$ cat config.mk
export PLATFORM = sky130hd
export DESIGN_NAME = wcache_top
export DESIGN_NICKNAME = d
export VERILOG_FILES = /design/src/rtl/wcache_pkg.sv /design/src/rtl/wcache_store.sv /design/src/rtl/wcache_flush.sv /design/src/rtl/wcache_top.sv
export SDC_FILE = /design/constraint.sdc
export NUM_CORES = 1
export LEC_CHECK = 0
export ABC_AREA = 1
export BUFFER_PORTS_ARGS = -buffer_cell sky130_fd_sc_hd__buf_2
export CORE_MARGIN = 3
export CORE_UTILIZATION = 40
export DETAILED_ROUTE_END_ITERATION = 10
export SLEW_MARGIN = 5
export SYNTH_ARGS = -nofsm -noshare
export SYNTH_HDL_FRONTEND = slang
export SYNTH_SLANG_ARGS = --single-unit
$ cat constraint.sdc
create_clock -name clk -period 2.2 [get_ports clk]
set_input_delay 0.11 -clock clk [delete_from_list [all_inputs] [get_ports clk]]
set_output_delay 0.11 -clock clk [all_outputs]
set_load 0.05 [all_outputs]
$ cat src/rtl/wcache_pkg.sv
package wcache_pkg;
    typedef enum logic [1:0] {
        FL_IDLE  = 2'd0,
        FL_ISSUE = 2'd1,
        FL_WAIT  = 2'd2
    } flush_st_t;

    typedef logic [7:0] byte_t;
endpackage

$ cat src/rtl/wcache_store.sv
module wcache_store #(
    parameter int LINE_BYTES = 8,
    parameter int NUM_LINES  = 8,
    localparam int OFF_W  = $clog2(LINE_BYTES),
    localparam int LINE_W = $clog2(NUM_LINES),
    localparam int DEPTH  = LINE_BYTES * NUM_LINES,
    localparam int IDX_W  = $clog2(DEPTH)
) (
    input  logic                    clk,
    input  logic                    rst,
    input  logic                    ld,
    input  logic [OFF_W-1:0]        ld_off,
    input  logic                    stb,
    input  wcache_pkg::byte_t       din,
    input  logic                    clr,
    input  logic [LINE_W-1:0]       rd_line,
    output logic [LINE_BYTES*8-1:0] line_data,
    output logic [LINE_BYTES-1:0]   line_be,
    output logic                    any_valid
);
    wcache_pkg::byte_t mem [DEPTH];
    logic [DEPTH-1:0]  valid;
    logic [IDX_W-1:0]  ptr;

    always_ff @(posedge clk) begin
        if (rst) begin
            ptr   <= '0;
            valid <= '0;
        end else begin
            if (ld) begin
                ptr <= IDX_W'(ld_off);
            end else if (stb) begin
                valid[ptr] <= 1'b1;
                ptr        <= ptr + 1'b1;
            end
            if (clr) valid <= '0;
        end
    end

    always_ff @(posedge clk) begin
        if (!ld && stb) mem[ptr] <= din;
    end

    for (genvar b = 0; b < LINE_BYTES; b++) begin : g_slot
        assign line_data[b*8 +: 8] = mem[{rd_line, OFF_W'(b)}];
        assign line_be[b]          = valid[{rd_line, OFF_W'(b)}];
    end

    assign any_valid = |valid;
endmodule

$ cat src/rtl/wcache_flush.sv
module wcache_flush #(
    parameter int NUM_LINES = 8,
    parameter int WCYC      = 200000,
    localparam int LINE_W = $clog2(NUM_LINES),
    localparam int CNT_W  = $clog2(WCYC + 1)
) (
    input  logic              clk,
    input  logic              rst,
    input  logic              go,
    input  logic              any_valid,
    input  logic              line_has,
    output logic [LINE_W-1:0] line,
    output logic              we,
    output logic              busy,
    output logic              clr
);
    import wcache_pkg::*;

    localparam logic [LINE_W-1:0] LAST = LINE_W'(NUM_LINES - 1);

    flush_st_t        st;
    logic [CNT_W-1:0] cnt;
    logic             at_last;

    assign at_last = (line == LAST);

    always_ff @(posedge clk) begin
        if (rst) begin
            st   <= FL_IDLE;
            line <= '0;
            cnt  <= '0;
        end else begin
            case (st)
                FL_IDLE: begin
                    line <= '0;
                    if (go && any_valid) st <= FL_ISSUE;
                end
                FL_ISSUE: begin
                    if (line_has) begin
                        st  <= FL_WAIT;
                        cnt <= CNT_W'(WCYC - 1);
                    end else if (at_last) begin
                        st <= FL_IDLE;
                    end else begin
                        line <= line + 1'b1;
                    end
                end
                FL_WAIT: begin
                    if (cnt == '0) begin
                        if (at_last) begin
                            st <= FL_IDLE;
                        end else begin
                            st   <= FL_ISSUE;
                            line <= line + 1'b1;
                        end
                    end else begin
                        cnt <= cnt - 1'b1;
                    end
                end
                default: st <= FL_IDLE;
            endcase
        end
    end

    assign we   = (st == FL_ISSUE) && line_has;
    assign busy = (st != FL_IDLE);
    assign clr  = at_last && (((st == FL_ISSUE) && !line_has) ||
                              ((st == FL_WAIT) && (cnt == '0)));
endmodule

$ cat src/rtl/wcache_top.sv
module wcache_top #(
    parameter int ADDR_W        = 13,
    parameter int LINE_BYTES    = 8,
    parameter int NUM_LINES     = 8,
    parameter int PAGES_PER_ROW = 8,
    parameter int WCYC          = 200000,
    localparam int OFF_W  = $clog2(LINE_BYTES),
    localparam int PG_W   = $clog2(PAGES_PER_ROW),
    localparam int PN_W   = ADDR_W - OFF_W,
    localparam int ROW_W  = PN_W - PG_W,
    localparam int LINE_W = $clog2(NUM_LINES)
) (
    input  logic                    clk,
    input  logic                    rst,
    input  logic                    addr_ld,
    input  logic [ADDR_W-1:0]       addr_in,
    input  logic                    wr_stb,
    input  logic [7:0]              wr_data,
    input  logic                    commit,
    output logic                    pg_we,
    output logic [ROW_W-1:0]        pg_row,
    output logic [PG_W-1:0]         pg_page,
    output logic [LINE_BYTES*8-1:0] pg_data,
    output logic [LINE_BYTES-1:0]   pg_be,
    output logic                    busy
);
    logic [PN_W-1:0]   base_pg;
    logic [PN_W-1:0]   tgt_pg;
    logic [LINE_W-1:0] cur_line;
    logic              any_valid;
    logic              clr;
    logic              ld_ok;
    logic              stb_ok;

    assign ld_ok  = addr_ld && !busy;
    assign stb_ok = wr_stb && !busy;

    always_ff @(posedge clk) begin
        if (rst)        base_pg <= '0;
        else if (ld_ok) base_pg <= addr_in[ADDR_W-1:OFF_W];
    end

    wcache_store #(.LINE_BYTES(LINE_BYTES), .NUM_LINES(NUM_LINES)) u_store (
        .clk(clk), .rst(rst),
        .ld(ld_ok), .ld_off(addr_in[OFF_W-1:0]),
        .stb(stb_ok), .din(wr_data),
        .clr(clr), .rd_line(cur_line),
        .line_data(pg_data), .line_be(pg_be), .any_valid(any_valid)
    );

    wcache_flush #(.NUM_LINES(NUM_LINES), .WCYC(WCYC)) u_flush (
        .clk(clk), .rst(rst),
        .go(commit && !busy), .any_valid(any_valid),
        .line_has(|pg_be), .line(cur_line),
        .we(pg_we), .busy(busy), .clr(clr)
    );

    assign tgt_pg  = base_pg + PN_W'(cur_line);
    assign pg_row  = tgt_pg[PN_W-1:PG_W];
    assign pg_page = tgt_pg[PG_W-1:0];
endmodule

Word-level counts from Yosys, hierarchy flattened
Memories as Yosys holds them, arrays and structs flattened. A register that Yosys moved wholly into a read port is not among the register bits.
Cells that the tools add are included.

cells by class
  $add $sub $neg = 4
  order comparisons = 10
  eq/ne operators = 9
  muxes and demuxes = 51
  bitwise gates (word level) = 2
  reductions and logical operators = 28

operator list
  operator                                                     number
  2-to-1 mux 6 bit                                             16
  OR 64 bit                                                    1
  OR reduction 64 bit                                          1
  less-than comparator 6 x 7 -> 1 bit (second input constant)  9
  2-to-1 mux 18 bit                                            2
  one-hot mux 18 bit (2 select lines)                          1
  binary-select mux 1 bit (select 3 bit)                       8
  zero test 18 bit                                             1
  subtractor 18 x 1 -> 18 bit (second input constant)          1
  2-to-1 mux 3 bit                                             5
  2-to-1 mux 1 bit                                             12
  adder 10 x 3 -> 10 bit                                       1
  logical AND 1 bit                                            10
  one-hot mux 3 bit (3 select lines)                           1
  AND reduction 3 bit                                          3
  2-to-1 mux 2 bit                                             4
  OR reduction 8 bit                                           1
  adder 6 x 1 -> 6 bit (second input constant)                 1
  demux 1 bit (select 6 bit)                                   1
  >= comparator 6 x 1 -> 1 bit (second input constant)         1
  inequality test 2 x 1 -> 1 bit (second input constant)       3
  one-hot mux 2 bit (3 select lines)                           1
  nonzero test 2 bit                                           3
  inequality test 2 bit (second input constant)                2
  other kinds (12)                                             15

word-level totals
  register bits = 103
  RAM bits = 512
  input port bits = 26
  output and inout port bits = 84
  logic and storage cells = 112
  memories kept = 1

memory list
  memory       words  width  rd ports  clocked after Yosys merged registers in  write ports  RTL line            source
  u_store.mem  64     8      8         8                                        1            wcache_store.sv:21  wcache_pkg::byte_t mem [DEPTH];

Depth between registers and ports, before layout
  depth in word-level cells = 8
  gate-level depth with buffers = 14
  mapped depth without buffers = 13

Hierarchy
A second synthesis with hierarchy kept.

second synthesis, totals
  cells, all modules = 2649
  area total of the unflattened synthesis = 26160.1 µm²

by module, submodules not included
  module        times used  cells each  area each (µm²)  seq. area each (µm²)
  wcache_store  1           2286        23827.9          16776.1
  wcache_flush  1           250         1596.5           460.4
  wcache_top    1           113         735.7            200.2

Worst setup path after synthesis
Ideal clock, no wire load.

  kind = register to output
  start = reg u_flush.line[1]
  end = out pg_row[5]
  arrival = 2.485 ns
  setup slack = -0.395 ns
  cell stages (with the launch flop) = 10
  path buffers = 2
  cells stage by stage = dfxtp_1 buf_4 inv_2 buf_6 fa_1 nor2_1 o21ai_0 nor3b_1 nand3_1 xor2_1

on the way
  longest elaborated chain between the ends = 1

ends and longest elaborated chain
  item                    RTL line            source
  start, declared         wcache_flush.sv:12  output logic [LINE_W-1:0] line,
  start signal, assigned  wcache_flush.sv:45  line <= line + 1'b1;
  start signal, assigned  wcache_flush.sv:54  line <= line + 1'b1;
  adder 10 x 3 -> 10 bit  wcache_top.sv:58    assign tgt_pg = base_pg + PN_W'(cur_line);
  end, declared           wcache_top.sv:21    output logic [ROW_W-1:0] pg_row,

Every way passes these cells.

Worst setup path after layout
  start = reg u_flush.line[0]
  end = out pg_we

on the way
  longest elaborated chain between the ends = 4

ends and longest elaborated chain
  item                                    RTL line            source
  binary-select mux 1 bit (select 3 bit)  wcache_store.sv:46  assign line_be[b] = valid[{rd_line, OFF_W'(b)}];
  2-to-1 mux 1 bit (not written as such)  wcache_store.sv:46
  OR reduction 8 bit *                    wcache_top.sv:54    .line_has(|pg_be), .line(cur_line),
  logical AND 1 bit *                     wcache_flush.sv:65  assign we = (st == FL_ISSUE) && line_has;
  end, declared                           wcache_top.sv:20    output logic pg_we,

Mark *: on every way between the ends. The rest lies on a longest branch, timed or not. The select of a mux whose other input is x is not followed.

==> impl_results.html <==
<table>
<tr><th>Metric</th><th>Value</th></tr>
<tr><th colspan="2">Yosys</th></tr>
<tr><td>Count of flip-flops with a built-in enable after synthesis</td><td>just over 500</td></tr>
<tr><td>Total nets after synthesis</td><td>around 2400</td></tr>
<tr><td>Leading post-synthesis cells by cell area</td><td>edfxtp_1 60%, nor2_1 11%, dfxtp_1 8.3%</td></tr>
<tr><td>Post-Synthesis Cell Area</td><td>25500 µm²</td></tr>
<tr><td>Seq cells post-synth</td><td>between 600 and 700</td></tr>
<tr><td>Gate count of the mapped netlist</td><td>around 2400</td></tr>
<tr><td>Count of distinct cell types in the synthesized netlist</td><td>35</td></tr>
<tr><td>Post-synth top flop</td><td>edfxtp_1</td></tr>
<tr><td>Most common cell in the netlist</td><td>nor2_1</td></tr>
<tr><td>Average instance area after synthesis</td><td>~11 µm²</td></tr>
<tr><td>Proportion of synthesized flip-flops having asynchronous set or reset</td><td>0%</td></tr>
<tr><td>Yosys top cell area share</td><td>60.4%</td></tr>
<tr><td>Yosys synthesis warning count</td><td>0</td></tr>
<tr><td>Portion of the post-synthesis area used by sequential elements</td><td>about 69%</td></tr>
<tr><td>Most instantiated cells after synthesis</td><td>713 x nor2_1, 512 x edfxtp_1, 277 x o21ai_0</td></tr>
<tr><td>Dominant cell type by area after synthesis</td><td>edfxtp_1</td></tr>
<tr><th colspan="2">Timing</th></tr>
<tr><td>Relative slew slack</td><td>between 40 and 50%</td></tr>
<tr><td>Final hold slack</td><td>0.0251 ns</td></tr>
<tr><td>Worst-Margin Slew</td><td>0.771 ns</td></tr>
<tr><td>Slew Viols, Final</td><td>0</td></tr>
<tr><td>F_max</td><td>0.402 GHz</td></tr>
<tr><td>Setup Skew</td><td>0.0180 ns</td></tr>
<tr><td>Setup repair after global routing missed its margin</td><td>true</td></tr>
<tr><td>PnR worst setup slack</td><td>-0.287 ns</td></tr>
<tr><td>Number of setup violations in the final report</td><td>162</td></tr>
<tr><td>Shortest period the worst path allows</td><td>between 2 and 2.5 ns</td></tr>
<tr><td>Period utilisation layout</td><td>113%</td></tr>
<tr><td>Fin. Hold Viols</td><td>0</td></tr>
<tr><th colspan="2">Clock tree</th></tr>
<tr><td>CTS H-Tree Depth</td><td>3</td></tr>
<tr><td>Clock Latency Late Sink</td><td>slightly below 0.6 ns</td></tr>
<tr><td>Clock tree from TritonCTS</td><td>built</td></tr>
<tr><td>Library cell used as clock root buffer</td><td>clkbuf_16</td></tr>
<tr><td>Maximum number of buffers from clock root to sink</td><td>3</td></tr>
<tr><td>Clock slew at reported path FFs</td><td>0.06 ns</td></tr>
<tr><td>Number of buffers added by the clock tree synthesis step</td><td>between 60 and 70</td></tr>
<tr><td>Num Clock Sinks</td><td>between 600 and 700</td></tr>
<tr><th colspan="2">Critical path</th></tr>
<tr><td>Cells along the critical path</td><td>buf_6 -&gt; clkinvlp_4 -&gt; buf_6 -&gt; buf_16 -&gt; nand2_2 -&gt; nand3_2 -&gt; nand3_2 -&gt; nand2_2 -&gt; nand2_2 -&gt; nor2_4 -&gt; nand2_2 -&gt; nand2_2 -&gt; inv_2 -&gt; buf_8</td></tr>
<tr><td>Worst Setup Start Kind</td><td>flop</td></tr>
<tr><td>Max FO, Critical Path</td><td>7</td></tr>
<tr><td>Arr. time, crit path</td><td>approximately 2.4 ns</td></tr>
<tr><td>Classification of the worst setup path</td><td>flop to output pin</td></tr>
<tr><td>Cell with the biggest individual delay on the critical path</td><td>dfxtp_4</td></tr>
<tr><td>Maximum cell stage delay along the critical path</td><td>~0.36 ns</td></tr>
<tr><td>Most used cell, CP</td><td>nand2_2</td></tr>
<tr><td>Setup crit end kind</td><td>output pin</td></tr>
<tr><td>Required time of the critical path</td><td>approximately 2.1 ns</td></tr>
<tr><th colspan="2">GRT</th></tr>
<tr><td>Vias in the first global route</td><td>slightly below 20000</td></tr>
<tr><td>Maximum number of pins on one net before global-route repair</td><td>between 60 and 70</td></tr>
<tr><td>Global route total overflow</td><td>0</td></tr>
<tr><td>Number of antenna violations at the first check in global routing</td><td>0</td></tr>
<tr><td>Global routing usage on met1</td><td>just over 30%</td></tr>
<tr><td>Global-route wire length before repair</td><td>116000 µm</td></tr>
<tr><td>Global routing usage on met2</td><td>a little under two fifths</td></tr>
<tr><td>Overall Global Routing Usage</td><td>a little under a quarter</td></tr>
<tr><td>Layer with the highest usage after global routing</td><td>met2</td></tr>
<tr><td>GRT met3 Usage</td><td>4.47%</td></tr>
<tr><th colspan="2">Layout</th></tr>
<tr><td>Fillcell total</td><td>around 4800</td></tr>
<tr><td>Layout cell share with drive strength beyond 1</td><td>between 30% and 40%</td></tr>
<tr><td>FF/Latch Area</td><td>~18000 µm²</td></tr>
<tr><td>Antenna diode instance count</td><td>0</td></tr>
<tr><td>Layout Nets</td><td>between 2000 and 3000</td></tr>
<tr><td>Final core occ</td><td>approximately 60%</td></tr>
<tr><td>Area overhead of the layout relative to synthesis</td><td>46.4%</td></tr>
<tr><td>Area used by multi-input combinational logic</td><td>roughly 9400 µm²</td></tr>
<tr><td>Post-route non-filler standard cell count</td><td>3709</td></tr>
<tr><th colspan="2">Power</th></tr>
<tr><td>Max IR drop VDD</td><td>roughly 1.3 mV</td></tr>
<tr><td>Total leakage power</td><td>about 13 nW</td></tr>
<tr><td>Pwr per Cell Area</td><td>about 1300 nW/µm²</td></tr>
<tr><th colspan="2">Place</th></tr>
<tr><td>Weighted congestion at the end of routability-driven global placement</td><td>0.909</td></tr>
<tr><td>Number of buffers inserted by port buffering</td><td>109</td></tr>
<tr><td>Number of cells after detailed placement</td><td>around 3400</td></tr>
<tr><td>Estimated wirelength of the detail-placed design</td><td>around 41000 µm</td></tr>
<tr><th colspan="2">Drt</th></tr>
<tr><td>Vias after detailed routing</td><td>approximately 20000</td></tr>
<tr><td>Detail-routed net length per standard cell</td><td>about 22 µm</td></tr>
<tr><td>Pre-antenna DRT Iters</td><td>5</td></tr>
<tr><td>Final ANT Viol Nets</td><td>0</td></tr>
<tr><td>Routed wire length</td><td>roughly 80000 µm</td></tr>
<tr><td>Remaining design rule violation count</td><td>0</td></tr>
<tr><td>Number of violations reported at the end of detailed-routing iteration 0</td><td>between 1500 and 2000</td></tr>
<tr><td>Via count normalized by instance count</td><td>between 5 and 6</td></tr>
<tr><th colspan="2">Run status</th></tr>
<tr><td>Failing checks</td><td>setup timing</td></tr>
<tr><td>Run status</td><td>finished, violations left</td></tr>
<tr><th colspan="2">Floorplan</th></tr>
<tr><td>Die Footprint</td><td>between 60000 and 70000 µm²</td></tr>
<tr><td>Count of boundary I/O pins</td><td>between 100 and 150</td></tr>
<tr><td>Area of the placeable core</td><td>between 60000 and 70000 µm²</td></tr>
<tr><td>Die Height</td><td>between 200 and 300 µm</td></tr>
<tr><td>Number of placement rows</td><td>91</td></tr>
<tr><td>Die outline width</td><td>roughly 260 µm</td></tr>
<tr><td>Starting density of the core</td><td>between 40% and 50%</td></tr>
<tr><th colspan="2">Run</th></tr>
<tr><td>Maximum Capacitance Violations</td><td>0</td></tr>
<tr><th colspan="2">Hold path</th></tr>
<tr><td>Type of the tightest min-delay check</td><td>input pin to flop</td></tr>
</table>
stage by stage:
stage                     setup TNS, ns  cell area, µm²  setup slack, ns  total power [mW]
after floorplan                  -0.131           25900          -0.0761              23.4
after global placement                0           28600           0.0471              28.1
after detailed placement        -0.0226           28600          -0.0139              28.2
after CTS                        -26.75           35300           -0.303              45.8
after global routing             -42.39           37300           -0.381              49.8
final                            -25.39           37300           -0.287              48.0
layer usage:
metal	vias to the layer above	wire (µm)
met5	-	0
met4	0	1840
met3	115	5600
met2	792	39200
met1	10000	33800
li1	9162	-
path summary, 6_finish.rpt:
kind / from / endpoint / slack [ns] / cells after the start
worst min register to register: u_store.valid[51] / u_store.valid[51] / 0.49 / 2
worst min-delay path: wr_data[2] / u_store.mem[26][2] / 0.03 / 2
worst max-delay path: u_flush.line[0] / pg_we / -0.29 / 14
worst max register to register: u_flush.line[0] / u_store.valid[62] / -0.27 / 19
critical path: cells and delay by family (launching register included):
family / cells / cell delay [ns]
flops: 1 / 0.36
buf+inv: 6 / 0.75
simple gates: 8 / 0.68
power by group:
| part | switching, mW | total [mW] | internal (mW) |
|---|---|---|---|
| clock | 4.47 | 10.9 | 6.39 |
| sequential | 0.298 | 13.3 | 13.0 |
| combinational | 13.6 | 23.9 | 10.3 |
state kept, by name, indices dropped and copies added (netlist names), named ones only:
signal and cells:
base_pg 10, u_flush.cnt 18, u_flush.line 3, u_flush.st 2, u_store.mem 512, u_store.ptr 6
u_store.valid 64
cell families after synthesis:
logic type               Yosys count  synth area share, %
flip-flops                       618                 68.7
buffers and inverters            291                 4.80
adder cells (fa/ha/maj)           12                0.619
XOR/XNOR                          11                0.378
AO/OA/AOI/OAI                    445                 9.42
AND/OR/NAND/NOR                 1019                 16.1
layout by cell type, fill, tap and decap left out, types with 33 or more instances in the layout:
master,count
clkbuf_16,86
a31oi_2,58
nand3_2,36
o21ai_1,122
nor2_4,57
nand2_1,125
inv_1,135
buf_6,134
o21ai_2,81
buf_12,66
edfxtp_1,512
nor2_2,134
dfxtp_1,100
buf_4,138
o21ai_0,58
nand2_2,33
buf_16,51
nor2_1,537
o22ai_2,53
area by class of cell:
cell class,instances,share of cell area (%)
well taps,837,2.81
repair inverters,5,0.366
repair buffers,480,17.3
inverters,162,1.86
clock buffers,93,5.20
flip-flops and latches,618,47.0
clock inverters,26,0.486
multi-input cells,1488,25.1
timing repair:
item,in CTS,in global routing
gates resized for setup,645,554
endpoints found under the hold margin,34,0
buffers inserted,98,47
hold buffers,19,0
pin swaps,177,239
gates cloned,59,18
endpoints found under the setup margin,111,617
Note: power is estimated with default switching activity, not from simulation.
